$ cat config.mk
export PLATFORM = sky130hd
export DESIGN_NAME = mbx_irq_ctrl
export DESIGN_NICKNAME = d
export VERILOG_FILES = /design/src/rtl/mbx_pkg.sv /design/src/rtl/mbx_port_decode.sv /design/src/rtl/mbx_irq_flag.sv /design/src/rtl/mbx_irq_ctrl.sv
export SDC_FILE = /design/constraint.sdc
export NUM_CORES = 1
export LEC_CHECK = 0
export ABC_AREA = 1
export BUFFER_PORTS_ARGS = -buffer_cell sky130_fd_sc_hd__buf_4
export CORE_AREA = 2 2 39 41
export DETAILED_ROUTE_END_ITERATION = 6
export DIE_AREA = 0 0 41 43
export PLACE_DENSITY_LB_ADDON = 0.2
export SYNTH_ARGS = -nofsm -noshare
export SYNTH_HDL_FRONTEND = slang
export SYNTH_SLANG_ARGS = --single-unit
$ cat constraint.sdc
create_clock -name clk -period 0.9 [get_ports clk]
set_input_delay 0.09 -clock clk [delete_from_list [all_inputs] [get_ports clk]]
set_output_delay 0.09 -clock clk [all_outputs]
set_load 0.01 [all_outputs]
$ cat src/rtl/mbx_pkg.sv
// Package: shared types for the mailbox interrupt controller.
// Assumes all control bits arriving from a port are active high.
package mbx_pkg;

    // Access controls of one port, as sampled on a clock edge.
    typedef struct packed {
        logic en;    // port selected
        logic we;    // 1 = write, 0 = read
        logic oe;    // output enable, needed for reads
        logic busy;  // arbiter holds this port off
    } port_ctl_t;

    localparam int unsigned NUM_PORTS = 2;
    localparam int unsigned LEFT_IDX  = 0;
    localparam int unsigned RIGHT_IDX = 1;

endpackage

$ cat src/rtl/mbx_port_decode.sv
// Module: mbx_port_decode
// Decodes one port's access into two events: a post into the other port's
// slot and a take from its own slot. Busy masks both events.
// Assumes the controls and address are stable around the clock edge.
module mbx_port_decode #(
    parameter int unsigned ADDR_W   = 15,
    parameter bit          OWN_HIGH = 1'b0   // 1: this port owns the top address
) (
    input  mbx_pkg::port_ctl_t ctl,
    input  logic [ADDR_W-1:0]  addr,
    output logic               post_other,
    output logic               take_own
);
    localparam logic [ADDR_W-1:0] SLOT_TOP   = {ADDR_W{1'b1}};
    localparam logic [ADDR_W-1:0] SLOT_BELOW = SLOT_TOP - 1'b1;
    localparam logic [ADDR_W-1:0] OWN_SLOT   = OWN_HIGH ? SLOT_TOP : SLOT_BELOW;
    localparam logic [ADDR_W-1:0] PEER_SLOT  = OWN_HIGH ? SLOT_BELOW : SLOT_TOP;

    logic wr_ok;
    logic rd_ok;

    // Qualify a write and a read with enable and the arbiter's busy.
    always_comb begin
        wr_ok = ctl.en && ctl.we && !ctl.busy;
        rd_ok = ctl.en && !ctl.we && ctl.oe && !ctl.busy;
    end

    // Match each qualified access against the slot it can act on.
    always_comb begin
        post_other = wr_ok && (addr == PEER_SLOT);
        take_own   = rd_ok && (addr == OWN_SLOT);
    end
endmodule

$ cat src/rtl/mbx_irq_flag.sv
// Module: mbx_irq_flag
// Holds one pending interrupt. Set has priority over clear.
// Output is registered and active low; reset is synchronous, active low.
module mbx_irq_flag (
    input  logic clk,
    input  logic rst_n,
    input  logic set_i,
    input  logic clr_i,
    output logic irq_n_o
);
    logic pend_q;

    // Update the pending bit: reset, then set, then clear.
    always_ff @(posedge clk) begin
        if (!rst_n) begin
            pend_q <= 1'b0;
        end else if (set_i) begin
            pend_q <= 1'b1;
        end else if (clr_i) begin
            pend_q <= 1'b0;
        end
    end

    // Drive the active-low interrupt pin.
    always_comb irq_n_o = !pend_q;
endmodule

$ cat src/rtl/mbx_irq_ctrl.sv
// Module: mbx_irq_ctrl
// Mailbox interrupt controller for a two-port shared memory. The top address
// is the right port's slot, the one below it the left port's slot. A write to
// the peer's slot raises the peer's interrupt; the owner reading its own slot
// drops it. Busy on a port masks both of that port's actions.
// Assumes one access per port per clock, sampled on the rising edge.
module mbx_irq_ctrl #(
    parameter int unsigned ADDR_W = 15
) (
    input  logic              clk,
    input  logic              rst_n,
    input  logic              lft_en,
    input  logic              lft_we,
    input  logic              lft_oe,
    input  logic [ADDR_W-1:0] lft_addr,
    input  logic              lft_busy,
    input  logic              rgt_en,
    input  logic              rgt_we,
    input  logic              rgt_oe,
    input  logic [ADDR_W-1:0] rgt_addr,
    input  logic              rgt_busy,
    output logic              lft_irq_n,
    output logic              rgt_irq_n
);
    import mbx_pkg::*;

    port_ctl_t         ctl      [NUM_PORTS];
    logic [ADDR_W-1:0] addr     [NUM_PORTS];
    logic              post     [NUM_PORTS];
    logic              take     [NUM_PORTS];
    logic              irq_n    [NUM_PORTS];

    // Gather the per-port pins into indexed arrays.
    always_comb begin
        ctl[LEFT_IDX]   = '{en: lft_en, we: lft_we, oe: lft_oe, busy: lft_busy};
        ctl[RIGHT_IDX]  = '{en: rgt_en, we: rgt_we, oe: rgt_oe, busy: rgt_busy};
        addr[LEFT_IDX]  = lft_addr;
        addr[RIGHT_IDX] = rgt_addr;
    end

    // One decoder and one flag per port; a flag is set by the peer's post.
    for (genvar p = 0; p < NUM_PORTS; p++) begin : g_port
        mbx_port_decode #(
            .ADDR_W   (ADDR_W),
            .OWN_HIGH (p == RIGHT_IDX)
        ) u_dec (
            .ctl        (ctl[p]),
            .addr       (addr[p]),
            .post_other (post[p]),
            .take_own   (take[p])
        );

        mbx_irq_flag u_flag (
            .clk     (clk),
            .rst_n   (rst_n),
            .set_i   (post[NUM_PORTS-1-p]),
            .clr_i   (take[p]),
            .irq_n_o (irq_n[p])
        );
    end

    // Return the interrupt pins.
    always_comb begin
        lft_irq_n = irq_n[LEFT_IDX];
        rgt_irq_n = irq_n[RIGHT_IDX];
    end
endmodule

After elaboration in Yosys (flattened, before gate mapping)

Cells that the tools add are included.

Reductions and logical operators: 22
Equal/unequal tests: 4
Mux-type cells: 4

Operators with widths:

| kind                 | count |
|---|---|
| $eq 15x15->1 const B | 4 |
| $logic_and 1x1->1    | 14 |
| $logic_not 1->1      | 6 |
| $mux 1               | 4 |
| $reduce_bool 2->1    | 2 |

Word-level logic and storage cells: 32
Output and inout bits: 2
Register bits: 2

Longest topological paths before layout

Word-level depth: 7
Gate-level depth with buffers: 7

By module

From an unflattened synthesis, not the netlist that was laid out.

Cells, all modules: 57
Area, all modules: 266.5 um^2

Modules (own cells, without submodules):

| module                            | cells an instance | instances | area an instance (um^2) | sequential area each (um^2) |
|---|---|---|---|---|
| mbx_irq_flag                      | 7                 | 2         | 47.5                    | 20.0 |
| mbx_port_decode (g_port[1].u_dec) | 23                | 1         | 88.8                    | 0.0 |
| mbx_port_decode (g_port[0].u_dec) | 20                | 1         | 82.6                    | 0.0 |

Least setup slack after synthesis

OpenSTA, ideal clock, no wires.

Path kind: in2reg
From: in rgt_addr[9]
To: reg g_port[1].u_flag.pend_q
Buffers on the path: 0
Arrival time: 0.544 ns
Path slack: 0.240 ns
Data required time: 0.784 ns
Setup time: 0.116 ns
Cell stages on the path: 7
Cell sequence: nand2_1 -> nor2_1 -> nand2_1 -> nor2_1 -> nand2_1 -> nand2_1 -> a21oi_1

Longest elaborated chain between the ends: 3

Ends and longest elaborated chain:

| item                        | line                  | text |
|---|---|---|
| start, declared             | mbx_irq_ctrl.sv:20    | `input logic [ADDR_W-1:0] rgt_addr,` |
| $eq 15x15->1                | mbx_port_decode.sv:31 | `take_own = rd_ok && (addr == OWN_SLOT);` |
| $logic_and 1x1->1           | mbx_port_decode.sv:31 |  |
| $reduce_bool 2->1 (no line) | -                     |  |
| end signal, assigned        | mbx_irq_flag.sv:16    | `pend_q <= 1'b0;` |
| end signal, assigned        | mbx_irq_flag.sv:18    | `pend_q <= 1'b1;` |
| end signal, assigned        | mbx_irq_flag.sv:20    | `pend_q <= 1'b0;` |
| end, declared               | mbx_irq_flag.sv:11    | `logic pend_q;` |

Every way passes these cells.
A chain may end at the register's enable or synchronous reset.

Worst setup path after layout

From: reg g_port[1].u_flag.pend_q
To: out rgt_irq_n

Longest elaborated chain between the ends: 1

Ends and longest elaborated chain:

| item            | line               | text |
|---|---|---|
| $logic_not 1->1 | mbx_irq_flag.sv:25 | `always_comb irq_n_o = !pend_q;` |
| end, declared   | mbx_irq_ctrl.sv:23 | `output logic rgt_irq_n` |

Every way passes these cells.

==> metrics.cfg <==
[outcome]
status=finished, final reports clean

[worst_setup_path]
r2r-start=g_port[1].u_flag.pend_q
regToRegSetupSlack_ps=350
cp-start-kind=flop
path_cells=inv_1, buf_4
worst-r2r-cell-count=2
end_kind=output pin
slowest_stage=dfxtp_1
crit_type=flop to output pin
critPathMaxFanout=2
critPathArrivalTime_ps=720
worst-path-buf-inv=2
slowest_delay_ps=320
rr_endpoint=g_port[1].u_flag.pend_q
cp.required_ps=810
cp_top_family=flip-flops

[clocking]
postCtsSetupRepairBufs=0
hold_buffers=0
cts_buffer_depth=2
root_buffer=clkbuf_4
clk_pin_slew_ps=30
clk_latency_ps=230
htree_levels=1
cts_buffers=3
post_cts_resize_count=0
cts_tree=yes
clock-sinks=2

[placed_design]
place.port_buffers=41
hpwlAfterDp_um=817
place_inst=120
gp_congestion=0.676

[hold_path]
hold_depth=3
hold_end=g_port[0].u_flag.pend_q
hp-start=rst_n
worstHoldPathType=primary input to flop

[routing]
first_iter_violations=5
firstDrtPassIters=4
routedWlPerCell_um=7.12
remaining_drc_errors=0
drt-total-wl_um=876
ant_nets=0
num_vias=513
viasPerCell=4.17

[power_and_ir_drop]
power_density_nw_per_um2=712
ir_worst_vdd_mv=0.443
p_total_uw=465
p_leak_uw=0.000335

[final_layout]
fin_util=0.472
nFillCells=162
register_area_um2=40.0
top_regs=g_port.u_flag.pend_q (2)
final_common_cell=buf_4
final_cell_mix=buf_4, nand2_1, nor2_1, inv_1
multiInputGateArea_um2=218
fin_cells=123
fin_nets=149
antenna_cells=0
area_delta_synth_final_pct=121
largest_reg_flops=2
top_register=g_port.u_flag.pend_q
drive_above_1_share=0.458

[sta]
skew_ps=0
fin_setup_tns_ps=0
drv_slew=0
fin_crit_sh=0.895
finalSetupViolCount=0
hold_violations=0
worst_slew_pin_slew_ps=163
final.min_clock_period_ps=805
clock.fmax_ghz=1.24
max_slew_margin=0.891
hold_ws_ps=109
rsz0062_at_grt=no

[floorplanning]
io_pins=42
die_w_um=41
die_h_um=43
start_util=0.213
rows=14
fp.dieArea_um2=1760
core_area_um2=1380

[synth]
synth_top_area_frac=0.331
ys_ff_latch=2
yosysTopAreaCell=nand2_1
synth_nets=102
synthTopCellsByArea=nand2_1, nor2_1, dfxtp_1, inv_1, nand4_1
synth.distinct_cells=12
yosysWarnings=0
ys_seq_area_frac=0.136
netlist_area_um2=295
synthCells=62
avgSynthCellArea_um2=4.76

[global_routing]
grt_pass1_wl_mm=1.42
grt_max_degree=3
grt_overflow=0
grt_pass1_vias=435
antenna_found_initial=0
track_usage=0.114

[flow_run]
drv_cap=0

-- area by class of cell --
type | count | share of cell area
multi-input cells | 50 | 0.333
well taps | 16 | 0.0307
clock buffers | 3 | 0.0345
flip-flops and latches | 2 | 0.0613
repair buffers | 42 | 0.483
inverters | 10 | 0.0575
-- worst register-to-register path, cell delays in order (launching register included) --
cell and delay (ps):
dfxtp_1 320, nand2_1 50, a21oi_1 110
-- per-stage QoR --
step                cell area (um^2)  setup slack [ps]
finish                           653              94.9
global route                     653              34.8
CTS                              653              81.1
detailed placement               631               115
global placement                 631               132
floorplan                        295               240
-- cell usage after synthesis (all sizes together) --
cell   instances
nand2         26
nor2          15
inv           10
nand4          3
a21oi          2
dfxtp          2
nand3          2
and2           1
nor3           1
-- layer usage --
metal | global-route usage | routed length (um) | vias to the layer above
li1 | - | - | 280
met4 | 0.0600 | 17 | 0
met5 | 0 | 0 | -
met2 | 0.219 | 458 | 30
met3 | 0.0157 | 98 | 2
met1 | 0.102 | 302 | 201
-- report_power, final --
| part | switching, uW | internal [uW] | leakage, uW |
|---|---|---|---|
| clock | 54.3 | 147 | 0.0000138 |
| sequential | 0.000342 | 89.3 | 0.0000161 |
| combinational | 50.8 | 123 | 0.000305 |
-- logic make-up (layout without fill, tap and decap cells) --
| group | count (synthesis) | after routing | share of synthesized area |
|---|---|---|---|
| flops | 2 | 2 | 0.136 |
| simple gates | 48 | 48 | 0.691 |
| buf+inv | 10 | 55 | 0.127 |
| compound gates | 2 | 2 | 0.0466 |
-- worst max path at each step --
stage / from / to / slack, ps / cells after the start
2_1_floorplan: rgt_addr[9] / g_port[1].u_flag.pend_q / 240 / 7
3_3_place_gp: rgt_addr[13] / g_port[1].u_flag.pend_q / 130 / 8
3_5_place_dp: rgt_addr[13] / g_port[1].u_flag.pend_q / 110 / 8
4_1_cts: g_port[1].u_flag.pend_q / rgt_irq_n / 80 / 2
5_1_grt: g_port[0].u_flag.pend_q / lft_irq_n / 30 / 2
6_report: g_port[1].u_flag.pend_q / rgt_irq_n / 90 / 2
Note: power is estimated with default switching activity, not from simulation.
